$ cat config.mk
export PLATFORM = sky130hd
export DESIGN_NAME = sram_snooze_ctrl
export DESIGN_NICKNAME = d
export VERILOG_FILES = /design/src/rtl/snz_pkg.sv /design/src/rtl/snz_sync.sv /design/src/rtl/snz_cnt.sv /design/src/rtl/snz_fsm.sv /design/src/rtl/sram_snooze_ctrl.sv
export SDC_FILE = /design/constraint.sdc
export NUM_CORES = 1
export LEC_CHECK = 0
export ABC_AREA = 1
export BUFFER_PORTS_ARGS = -buffer_cell sky130_fd_sc_hd__buf_2
export CELL_PAD_IN_SITES_DETAIL_PLACEMENT = 0
export CELL_PAD_IN_SITES_GLOBAL_PLACEMENT = 1
export CORE_MARGIN = 2
export CORE_UTILIZATION = 36
export CTS_CLUSTER_SIZE = 16
export DETAILED_ROUTE_END_ITERATION = 8
export PLACE_DENSITY = 0.81
export SYNTH_ARGS = -nofsm -noshare
export SYNTH_HDL_FRONTEND = slang
export SYNTH_HIERARCHICAL = 1
export SYNTH_SLANG_ARGS = --single-unit
$ cat constraint.sdc
create_clock -name clk -period 2.4 [get_ports clk]
set_input_delay 0.12 -clock clk [delete_from_list [all_inputs] [get_ports clk]]
set_output_delay 0.12 -clock clk [all_outputs]
set_load 0.005 [all_outputs]
$ cat src/rtl/snz_pkg.sv
// Shared types of the snooze controller: host command codes and controller states.
package snz_pkg;
    typedef enum logic [1:0] {
        CMD_DESEL = 2'd0,
        CMD_READ  = 2'd1,
        CMD_WRITE = 2'd2,
        CMD_RSVD  = 2'd3
    } cmd_e;

    typedef enum logic [1:0] {
        ST_AWAKE = 2'd0,
        ST_ENTER = 2'd1,
        ST_SLEEP = 2'd2,
        ST_EXIT  = 2'd3
    } state_e;
endpackage

$ cat src/rtl/snz_sync.sv
// Multi-stage level synchronizer for the asynchronous sleep request.
// Assumes STAGES >= 2 and that the input holds each level for at least one clock.
module snz_sync #(
    parameter int STAGES = 2
) (
    input  logic clk,
    input  logic rst_n,
    input  logic d,
    output logic q
);
    logic [STAGES-1:0] chain;

    // Shift the raw level through the flop chain; reset clears it to "awake".
    always_ff @(posedge clk) begin
        if (!rst_n) chain <= '0;
        else        chain <= {chain[STAGES-2:0], d};
    end

    assign q = chain[STAGES-1];
endmodule

$ cat src/rtl/snz_cnt.sv
// Saturating cycle counter with a synchronous clear, shared by the entry and exit delays.
// Assumes the owner clears it on every state change.
module snz_cnt #(
    parameter int W = 4
) (
    input  logic         clk,
    input  logic         rst_n,
    input  logic         clr,
    output logic [W-1:0] q
);
    // Count up while not cleared, holding at the all-ones value.
    always_ff @(posedge clk) begin
        if (!rst_n || clr)  q <= '0;
        else if (q != '1)   q <= q + W'(1);
    end
endmodule

$ cat src/rtl/snz_fsm.sv
// Sleep state machine: it walks awake -> enter -> sleep -> exit on the synchronized
// request and flags illegal commands at entry and in the power-up window.
// Assumes ENTRY_CYC >= 1, EXIT_CYC >= 1, and a counter that is zero after each clear.
module snz_fsm #(
    parameter int ENTRY_CYC = 8,
    parameter int EXIT_CYC  = 8,
    parameter int CW        = 4
) (
    input  logic             clk,
    input  logic             rst_n,
    input  logic             req_s,
    input  logic [1:0]       cmd,
    input  logic [CW-1:0]    cnt,
    output logic             cnt_clr,
    output snz_pkg::state_e  state,
    output logic             entry_err,
    output logic             wake_err
);
    import snz_pkg::*;

    localparam logic [CW-1:0] ENTRY_LAST = CW'(ENTRY_CYC - 1);
    localparam logic [CW-1:0] EXIT_LAST  = CW'(EXIT_CYC - 1);

    state_e nxt;

    // Next-state choice; an abort during the exit window takes priority over completion.
    always_comb begin
        nxt = state;
        unique case (state)
            ST_AWAKE: if (req_s) nxt = ST_ENTER;
            ST_ENTER: if (!req_s) nxt = ST_EXIT;
                      else if (cnt == ENTRY_LAST) nxt = ST_SLEEP;
            ST_SLEEP: if (!req_s) nxt = ST_EXIT;
            ST_EXIT:  if (req_s) nxt = ST_ENTER;
                      else if (cnt == EXIT_LAST) nxt = ST_AWAKE;
            default:  nxt = ST_AWAKE;
        endcase
    end

    // Restart the delay count on every transition and while waiting on the request.
    assign cnt_clr = (nxt != state) || (state == ST_AWAKE) || (state == ST_SLEEP);

    // State register.
    always_ff @(posedge clk) begin
        if (!rst_n) state <= ST_AWAKE;
        else        state <= nxt;
    end

    // One-cycle error pulses for commands offered at entry or during power-up.
    always_ff @(posedge clk) begin
        if (!rst_n) begin
            entry_err <= 1'b0;
            wake_err  <= 1'b0;
        end else begin
            entry_err <= (state == ST_AWAKE) && req_s && (cmd != CMD_DESEL);
            wake_err  <= (state == ST_EXIT) && (cmd != CMD_DESEL) && (cmd != CMD_READ);
        end
    end
endmodule

$ cat src/rtl/sram_snooze_ctrl.sv
// Snooze controller top: the raw request gates inputs and floats outputs at once,
// and a synchronized copy drives the timed entry and exit sequence.
// Assumes sleep_req holds each level for at least one clock period.
module sram_snooze_ctrl #(
    parameter int ENTRY_CYC   = 8,
    parameter int EXIT_CYC    = 8,
    parameter int SYNC_STAGES = 2
) (
    input  logic       clk,
    input  logic       rst_n,
    input  logic       sleep_req,
    input  logic [1:0] host_cmd,
    output logic       core_deselect,
    output logic       inputs_enable,
    output logic       outputs_hiz,
    output logic       low_current,
    output logic       exit_window,
    output logic       entry_err,
    output logic       wake_err
);
    import snz_pkg::*;

    localparam int MAXD = (ENTRY_CYC > EXIT_CYC) ? ENTRY_CYC : EXIT_CYC;
    localparam int CW   = $clog2(MAXD + 1);

    logic          req_s;
    logic          cnt_clr;
    logic [CW-1:0] cnt;
    state_e        state;

    snz_sync #(.STAGES(SYNC_STAGES)) u_sync (
        .clk(clk), .rst_n(rst_n), .d(sleep_req), .q(req_s)
    );

    snz_cnt #(.W(CW)) u_cnt (
        .clk(clk), .rst_n(rst_n), .clr(cnt_clr), .q(cnt)
    );

    snz_fsm #(.ENTRY_CYC(ENTRY_CYC), .EXIT_CYC(EXIT_CYC), .CW(CW)) u_fsm (
        .clk(clk), .rst_n(rst_n), .req_s(req_s), .cmd(host_cmd),
        .cnt(cnt), .cnt_clr(cnt_clr), .state(state),
        .entry_err(entry_err), .wake_err(wake_err)
    );

    // Immediate effects of the raw pin plus state-driven deselect and status flags.
    assign outputs_hiz   = sleep_req;
    assign inputs_enable = !sleep_req;
    assign core_deselect = sleep_req || (state == ST_ENTER) || (state == ST_SLEEP);
    assign low_current   = (state == ST_SLEEP);
    assign exit_window   = (state == ST_EXIT);
endmodule

# After elaboration in Yosys (flattened, before gate mapping)
# Index checks and enable logic that the tools add are counted.
totals:
  register_bits: 10
  latchBits: 0
  mem_bits_rw: 0
  rom_bits: 0
  output_inout_bits: 7
  mem_count: 0
classes:
  add_sub_neg: 1
  mul: 0
  div: 0
  order_cmp: 0
  eq_ne: 7
  n_shift: 0
  muxes: 7
  n_bitwise: 0
  n_reduce_logical: 13
op_table:
  columns: ["op", "count"]
  rows:
  - ["2-to-1 mux 2 bit", 6]
  - ["one-hot mux 2 bit (4 select lines)", 1]
  - ["logical OR 1 bit", 5]
  - ["adder 4 x 1 -> 4 bit, second input constant", 1]
  - ["== test 2 bit, second input constant", 2]
  - ["== test 4 x 3 -> 1 bit, second input constant", 1]
  - ["logical AND 1 bit", 4]
  - ["inequality test 4 bit, second input constant", 1]
  - ["== test 2 x 1 -> 1 bit, second input constant", 1]
  - ["logical NOT 1 bit", 2]
  - ["logical NOT 2 bit", 1]
  - ["inequality test 2 x 1 -> 1 bit, second input constant", 1]
  - ["inequality test 2 bit", 1]
  - ["nonzero test 2 bit", 1]

# Longest topological paths before layout
# Gate-level depths: netlist of run 1.
depth:
  ltp_word: 8
  depth_mapped: 7
  mapped_depth_nobuf: 7

# Modules after synthesis
# Netlist of run 1, hierarchy kept.
by_module_without_submodules:
  columns: ["mod", "instances", "cells_per_inst", "area_each_um2"]
  rows:
  - ["snz_cnt", 1, 30, 205.2]
  - ["snz_fsm", 1, 29, 188.9]
  - ["snz_sync", 1, 6, 55.1]
  - ["sram_snooze_ctrl", 1, 10, 47.5]

# Worst setup path before layout of run 1
# Ideal clock, no wire load.
synth_path:
  path_kind: "reg2reg"
  startpoint: "reg u_cnt.q[3]"
  endpoint: "reg u_cnt.q[2]"
  t_arrival_ns: 1.097
  required_time_ns: 2.336
  setup_slack_ns: 1.239
  path_stages_with_launch: 8
  synth_period_minus_slack_ns: 1.161
  cell_sequence: "dfxtp_1 -> inv_1 -> nand2_1 -> o21ai_0 -> or2_1 -> nor2_4 -> o21ai_0 -> nor2_1"
synth_via:
  elab_chain_len: 8
synth_rtl:
  columns: ["element", "line", "text"]
  rows:
  - ["start: declaration", "snz_cnt.sv:9", "output logic [W-1:0] q"]
  - ["start signal: assignment", "snz_cnt.sv:14", "else if (q != '1) q <= q + W'(1);"]
  - ["== test 4 x 3 -> 1 bit (*)", "snz_fsm.sv:32, snz_fsm.sv:35", null]
  - ["2-to-1 mux 2 bit, on equally long branches", "snz_fsm.sv:35, snz_fsm.sv:32", null]
  - ["2-to-1 mux 2 bit, on equally long branches", "snz_fsm.sv:34, snz_fsm.sv:31", null]
  - ["one-hot mux 2 bit (4 select lines) (*)", "snz_fsm.sv:29", "unique case (state)"]
  - ["inequality test 2 bit (*)", "snz_fsm.sv:41", "assign cnt_clr = (nxt != state) || (state == ST_AWAKE) || (state == ST_SLEEP);"]
  - ["logical OR 1 bit (*) (2 in series)", "snz_fsm.sv:41", null]
  - ["named net cnt_clr", "sram_snooze_ctrl.sv:27", "logic cnt_clr;"]
  - ["logical OR 1 bit (*)", "snz_cnt.sv:13", "if (!rst_n || clr) q <= '0;"]
# The timed path passes the listed nets; every way through them passes the cells marked *.
# A chain may end at the register's enable or synchronous reset.

# Final worst setup path of run 1
# Same ends and word-level chain as after synthesis.

==> qor.yml, run 1 <==
setup_path:
  path_cells: "inv_1 > nand2_1 > o21ai_0 > or2_1 > nor2_4 > o21ai_0 > nor2_1"
  crit_path_top_delay_cell: "dfxtp_1"
  worstSetupPathType: "flip-flop to flip-flop"
  worstRegToRegCells: 7
  startpoint_type: "flip-flop"
  critPathMaxStageDelay_ps: 440
  cp_num_buf_inv: 1
  critPathMaxFanout: 6
  cp_top_family: "simple AND/OR/NAND/NOR gates"
  cp.depth: 7
  crit_top_cell: "o21ai_0"
  cp.required_ps: 2600
  crit_arrival_ps: 1500
  cp-end-kind: "flip-flop"
cells_and_area:
  n_antenna_cell: 0
  fillCellCount: 149
  final_layout_size_suffix_gt1_frac: 0.193
  area_delta_synth_final_pct: 17.9
  fin_nets: 96
grt:
  overflow: 0
  grt.total_usage: 0.131
  grt_pass1_vias: 299
  antenna_found_initial: 0
  grt_max_degree: 10
  grt_pass1_wl_um: 1350
clock_network:
  clockBufferDepth: 2
  cts_setup_buffers: 0
  worstSkewPairLatency_ps: 260
  cts.sinks: 10
  cts_tree: "built"
  htreeDepth: 1
  cts_root_buf: "clkbuf_4"
  clkTransAtPathRegs_ps: 60
  post_cts_hold_buffer_count: 0
  cts_resized: 0
  numCtsBuffers: 3
timing:
  post-route-period-util: 0.545
  slew_headroom: 0.826
  fmax_ghz: 0.765
  rsz0062_at_grt: "no"
  setup-violations-final: 0
  final.setup.tns_ps: 0
  drv_slew: 0
  post-route-min-period_ps: 1310
  hold_viol_final: 0
  tightest_slew_ps: 260
  fin_skew_ps: 4.90
logic_synthesis:
  synth_most_common_cell: "nand2_1"
  yosysUniqueCellTypes: 14
  ys.flop_type: "dfxtp_1"
  async_flop_share: 0
  synth_top_cell_by_area: "dfxtp_1"
  yosysWarnings: 6
  synth_fp_nets: 81
  synth.area.top_cells: "dfxtp_1, nand2_1, inv_1"
  yosysSeqAreaShare: 0.403
  ys_seq_elements: 10
  synth_area_um2: 497
  netlist.area_leader.share: 0.403
  synthCells: 75
  synth_edf_count: 0
  synth_commonest_cells: "nand2_1, inv_1, nor2_1, dfxtp_1, nand3_1"
  postSynthAreaPerCell_um2: 6.62
drt:
  drt-pass1-iter-count: 4
  ant_nets: 0
  wl_per_cell_um: 8.05
  drc: 0
  via_count: 437
  drt-total-wl_um: 829
  drtIter0Drc: 6
  via_per_inst: 4.24
job:
  max_cap_violations: 0
power:
  leakage_uw: 0.000312
  peakVddDrop_uv: 258
  p_per_area_nw_per_um2: 572
  p_total_uw: 335
floorplan:
  rows: 13
  die_area_um2: 1690
  die-width_um: 41.1
  io_pins: 12
  core_um2: 1300
  die_height_um: 41.1
  start_util: 0.382
status:
  outcome: "completed"
min_path:
  holdPathStages: 3
  min_path_type: "input port to flip-flop"
place:
  dpl.hpwl_um: 652
  gp_congestion: 0.743
  portBuffers: 11
[cells by family after synthesis]
family,synth area share
adder cells (fa/ha/maj),0.0252
AND/OR/NAND/NOR,0.383
buffers and inverters,0.136
XOR/XNOR,0.0176
AO/OA/AOI/OAI,0.0353
flip-flops,0.403
[final timing paths]
path	start	to	slack [ps]
max	u_cnt/q[3]	u_cnt/q[2]	1090
min	sleep_req	u_sync/chain[0]	80
max reg2reg	u_cnt/q[3]	u_cnt/q[2]	1090
min reg2reg	u_sync/chain[0]	u_sync/chain[1]	410
[report_power, final]
group | internal [µW] | switching (µW) | total [µW]
Combinational | 20.0 | 23.7 | 43.6
Sequential | 173 | 11.0 | 184
Clock | 57.5 | 49.1 | 107
[routing by layer]
metal / global-route usage / vias to the layer above / routed length [µm]
met2: 0.129 / 9 / 318
met4: 0.0484 / 0 / 0
li1: - / 249 / -
met3: 0.0978 / 0 / 49
met1: 0.195 / 179 / 461
met5: 0 / - / 0
[cell usage in the layout, fill, tap and decap left out]
cell / n
buf_2: 11
clkbuf_4: 3
dfxtp_1: 10
ha_1: 1
inv_1: 16
nand2_1: 19
nand3_1: 3
nand3_2: 2
nand4_1: 1
nor2_1: 16
nor2_4: 1
o211ai_1: 1
o21ai_0: 2
or2_1: 1
xnor2_1: 1
[state kept, by name, summed over array words and instances, names as in the netlist]
signal           count
u_fsm/state          2
u_cnt/q              4
u_fsm/entry_err      1
u_sync/chain         2
u_fsm/wake_err       1
[through the flow]
step           area, µm²  setup WS [ps]  hold WS (ps)  cells   util
6_report             586           1090          79.4    103  0.450
4_1_cts              586           1090          70.1    103  0.450
3_3_place_gp         563           1140           327    100  0.433
5_1_grt              586            904          68.4    103  0.450
3_5_place_dp         563           1120           340    100  0.433
2_1_floorplan        497           1240           213     75      -
[final cells by class]
cell class,instances,area (µm²),area share
Sequential cell,10,200,0.342
Multi-Input combinational cell,48,229,0.391
Tap cell,15,18.8,0.0321
Clock buffer,3,22.5,0.0385
Timing Repair Buffer,11,55.1,0.0940
Inverter,16,60.1,0.103
[worst reg2reg max path, delay by kind of cell (launching register included)]
kind | cells | cell delay, ps
flops | 1 | 440
compound gates | 2 | 180
simple gates | 4 | 560
buf+inv | 1 | 60
(Power assumes the default switching activity.)
==> run 2, diff against run 1 <==
- CORE_UTILIZATION: 36 -> 33
- PLACE_DENSITY: 0.81 -> 0.75
- clock period: 2.4 -> 1.4 ns (I/O delays scaled with it)
==> qor.yml, run 2 (synthesis gave the netlist of run 1 again) <==
min_path:
  min_to: "u_sync/chain[0]"
  holdPathStages: 3
  min_path_type: "input port to flip-flop"
  min_from: "sleep_req"
cells_and_area:
  fin_nets: 99
  fillCellCount: 147
  largest_register_ffs: 4
  n_antenna_cell: 0
  final_cells: 107
  final_cell_mix: "nand2_1, inv_1, nor2_1, buf_2, dfxtp_1"
  area_delta_synth_final_pct: 25.2
  final_common_cell: "nand2_1"
  reg_top3: "u_cnt/q (4), u_fsm/state (2), u_sync/chain (2)"
  final_layout_size_suffix_gt1_frac: 0.228
  regMostFlops: "u_cnt/q"
  design_area_um2: 622
floorplan:
  die-width_um: 42.8
  io_pins: 12
  die_height_um: 42.8
  rows: 13
  core_um2: 1350
  start_util: 0.368
  die_area_um2: 1830
setup_path:
  critPathMaxStageDelay_ps: 360
  crit_top_cell: "o21ai_0"
  reg2reg_from: "u_cnt/q[2]"
  worstSetupPathType: "flip-flop to flip-flop"
  crit_path_top_delay_cell: "dfxtp_1"
  ff2ff_setup_slack_ps: 220
  cp-end-kind: "flip-flop"
  cp_top_family: "simple AND/OR/NAND/NOR gates"
  cp_num_buf_inv: 0
  path_cells: "nand2_1 > o21ai_0 > or2_1 > nor2_4 > o21ai_0 > nor2_1"
  crit_arrival_ps: 1380
  startpoint_type: "flip-flop"
  cp.required_ps: 1600
  critPathMaxFanout: 6
  worstRegToRegCells: 6
  rr_endpoint: "u_cnt/q[2]"
clock_network:
  post_cts_hold_buffer_count: 0
  numCtsBuffers: 3
  cts_resized: 0
  htreeDepth: 1
  cts_setup_buffers: 0
  clkTransAtPathRegs_ps: 70
  worstSkewPairLatency_ps: 260
  cts.sinks: 10
  cts_tree: "built"
  cts_root_buf: "clkbuf_4"
  clockBufferDepth: 2
timing:
  final.setup.tns_ps: 0
  slew_headroom: 0.845
  fmax_ghz: 0.850
  tightest_slew_ps: 230
  hold_viol_final: 0
  fin_skew_ps: 4.84
  setup-violations-final: 0
  drv_slew: 0
  post-route-period-util: 0.841
  post-route-min-period_ps: 1180
  rsz0062_at_grt: "no"
power:
  peakVddDrop_uv: 417
  p_per_area_nw_per_um2: 1070
  leakage_uw: 0.000335
drt:
  drc: 0
  wl_per_cell_um: 8.32
  drt-total-wl_um: 890
  drt-pass1-iter-count: 4
  via_per_inst: 4.13
  via_count: 442
  ant_nets: 0
  drtIter0Drc: 7
place:
  portBuffers: 11
  dpl.hpwl_um: 693
  place_area_um2: 586
  dp_cells: 103
  gp_congestion: 0.794
grt:
  grt.total_usage: 0.113
  grt_pass1_wl_um: 1530
  antenna_found_initial: 0
  grt_max_degree: 9
  overflow: 0
  grt_pass1_vias: 389
status:
  outcome: "completed"
job:
  max_cap_violations: 0
-- run 2: area by class of cell --
class / count / area [µm²] / area share
timing repair buffer: 14 / 77.6 / 0.125
tap: 15 / 18.8 / 0.0302
inverter: 16 / 60.1 / 0.0966
multi-input combinational: 48 / 229 / 0.368
sequential: 10 / 200 / 0.322
clock buffer: 4 / 36.3 / 0.0584
-- run 2: worst max path at each step --
stage                     startpoint         end  slack (ps)  cells past startpoint
final                     u_cnt/q[2]  u_cnt/q[2]         220                      6
after global routing      u_cnt/q[2]  u_cnt/q[2]          90                      6
after CTS                 u_cnt/q[2]  u_cnt/q[2]         200                      6
after detailed placement  u_cnt/q[2]  u_cnt/q[2]         220                      6
after global placement    u_cnt/q[2]  u_cnt/q[2]         280                      6
after floorplan           u_cnt/q[3]  u_cnt/q[2]         240                      7
-- run 2: stage by stage --
stage	util	setup WS [ps]	hold WS (ps)	total power, µW
2_1_floorplan	-	239	163	370
3_3_place_gp	0.434	280	275	409
3_5_place_dp	0.434	223	288	410
4_1_cts	0.461	202	1.54	681
5_1_grt	0.461	85.1	23.8	711
6_report	0.461	223	9.61	666
-- run 2: layer usage --
layer	wire, µm	vias up	track usage
met5	0	-	0
met4	7	0	0.0750
met3	23	2	0.0255
met2	368	5	0.164
met1	490	180	0.146
li1	-	255	-
-- run 2: where the power goes --
group | internal, µW | switching (µW) | leakage, µW | total [µW]
Combinational | 43.7 | 54.2 | 0.000233 | 97.9
Clock | 158 | 106 | 0.0000210 | 264
Sequential | 297 | 7.42 | 0.0000815 | 304
-- run 2: worst register-to-register path, delay by kind of cell, from the launching register on --
family / cells / cell delay (ps)
AOI/OAI and AO/OA: 2 / 180
DFF: 1 / 360
and+or+nand+nor: 4 / 590
==> run 3, diff against run 2 <==
- CORE_UTILIZATION: 33 -> 30
- PLACE_DENSITY: 0.75 -> 0.72
- clock period: 1.4 -> 0.96 ns (I/O delays scaled with it)
==> qor.yml, run 3 (synthesis gave the netlist of run 1 again) <==
status:
  outcome: "finished, violations left"
  violations: "setup timing"
setup_path:
  cp-end-kind: "output pin"
  worstSetupPathType: "flip-flop to output pin"
  crit_arrival_ps: 1050
  startpoint_type: "flip-flop"
  critPathMaxFanout: 6
  cp.required_ps: 910
power:
  peakVddDrop_uv: 834
  p_sw_frac: 0.257
  internal_power_uw: 687
  p_per_area_nw_per_um2: 1300
  leakage_uw: 0.000380
  clockPowerShare: 0.290
  seq_power_share: 0.487
  power_switching_uw: 238
  power_frac_comb: 0.223
clock_network:
  cts_root_buf: "clkbuf_4"
  cts_tree: "built"
  worstSkewPairLatency_ps: 260
  clkTransAtPathRegs_ps: 60
  numCtsBuffers: 3
  clockBufferDepth: 2
  cts.sinks: 10
  htreeDepth: 1
grt:
  grt.total_usage: 0.123
  grt_pass1_wl_um: 1660
  overflow: 0
  grt_pass1_vias: 413
  antenna_found_initial: 0
  grt_max_degree: 7
timing:
  post-route-period-util: 1.14
  worst_slack_ps: -135
  hold_viol_final: 0
  drv_slew: 0
  tightest_slew_ps: 197
  fmax_ghz: 0.913
  slew_headroom: 0.868
  fin_skew_ps: 2.80
  setup-violations-final: 9
  post-route-min-period_ps: 1090
  final.setup.tns_ps: -719
  rsz0062_at_grt: "yes"
cells_and_area:
  final_common_cell: "nand2_1"
  n_antenna_cell: 0
  final_cells: 116
  final_layout_size_suffix_gt1_frac: 0.390
  fin_nets: 108
  regMostFlops: "u_cnt/q"
  largest_register_ffs: 4
  area_delta_synth_final_pct: 43.1
  reg_top3: "u_cnt/q (4), u_fsm/state (2), u_sync/chain (2)"
  final_cell_mix: "nand2_1, nor2_1, inv_1, buf_2, buf_4"
  design_area_um2: 711
drt:
  wl_per_cell_um: 8.78
  via_count: 495
  drt-total-wl_um: 1020
  drtIter0Drc: 10
  ant_nets: 0
  drt-pass1-iter-count: 4
  drc: 0
  via_per_inst: 4.27
floorplan:
  die_area_um2: 2000
  die-width_um: 44.7
  start_util: 0.326
  io_pins: 12
  die_height_um: 44.7
  core_um2: 1520
  rows: 14
min_path:
  min_path_type: "input port to flip-flop"
place:
  dp_cells: 110
  dpl.hpwl_um: 717
  gp_congestion: 0.774
  place_area_um2: 636
  dp_slack_ps: -150
  portBuffers: 11
job:
  max_cap_violations: 0
[run 3: cell count changes in the layout (fill, tap and decap cells not counted), moves of 2 or more]
cell     previous run  this run
o21ai_0             2         0
dfxtp_1            10         6
nand2_2             0         3
inv_1              16        14
buf_6               0         2
dfxtp_2             0         4
inv_2               0         2
buf_4               3         9
nand2_1            19        16
[run 3: layout make-up]
class | count | area [µm²]
fill | 172 | 813
multi-input combinational | 48 | 248
sequential | 10 | 205
timing repair buffer | 23 | 155
inverter | 16 | 60.1
clock buffer | 3 | 22.5
tap | 16 | 20.0
[run 3: power by group through the flow]
stage          registers, µW  logic, µW  clock network (µW)
6_report                 450        206                 269
3_5_place_dp             455        159                   0
2_1_floorplan            467       76.0                   0
4_1_cts                  448        181                 282
3_3_place_gp             455        157                   0
5_1_grt                  452        234                 300
[run 3: metal layers]
| metal | wire [µm] | up-vias | global-route usage |
|---|---|---|---|
| met5 | 0 | - | 0 |
| met4 | 24 | 0 | 0.0909 |
| met3 | 54 | 5 | 0.0720 |
| met2 | 503 | 9 | 0.151 |
| met1 | 435 | 209 | 0.156 |
| li1 | - | 272 | - |
[run 3: worst paths after layout]
kind | start | to | slack [ps] | cells after the start
worst min-delay path | host_cmd[1] | u_fsm/wake_err | 30 | 3
worst min register to register | u_sync/chain[0] | u_sync/chain[1] | 410 | 2
worst max-delay path | u_fsm/state[1] | core_deselect | -130 | 5
worst max register to register | u_fsm/state[1] | u_cnt/q[2] | -120 | 5
[run 3: metrics by stage]
stage	hold slack, ps	total power (µW)	util
after global placement	259	612	0.417
after global routing	41.3	986	0.466
after detailed placement	259	614	0.417
after CTS	26.7	911	0.452
final	34.3	925	0.466
after floorplan	137	543	-
[run 3: what timing repair did]
item | in CTS | in global routing
hold buffers | 1 | 0
hold endpoints to repair | 1 | 0
setup buffers | 1 | 1
endpoints found under the setup margin | 9 | 10
pin swaps | 4 | 6
gates resized for setup | 6 | 5
[run 3: worst max-delay path, stage by stage (launching register included)]
cell	delay [ps]
dfxtp_2	340
buf_4	160
inv_1	40
nand2_1	60
nand3_2	60
buf_2	120
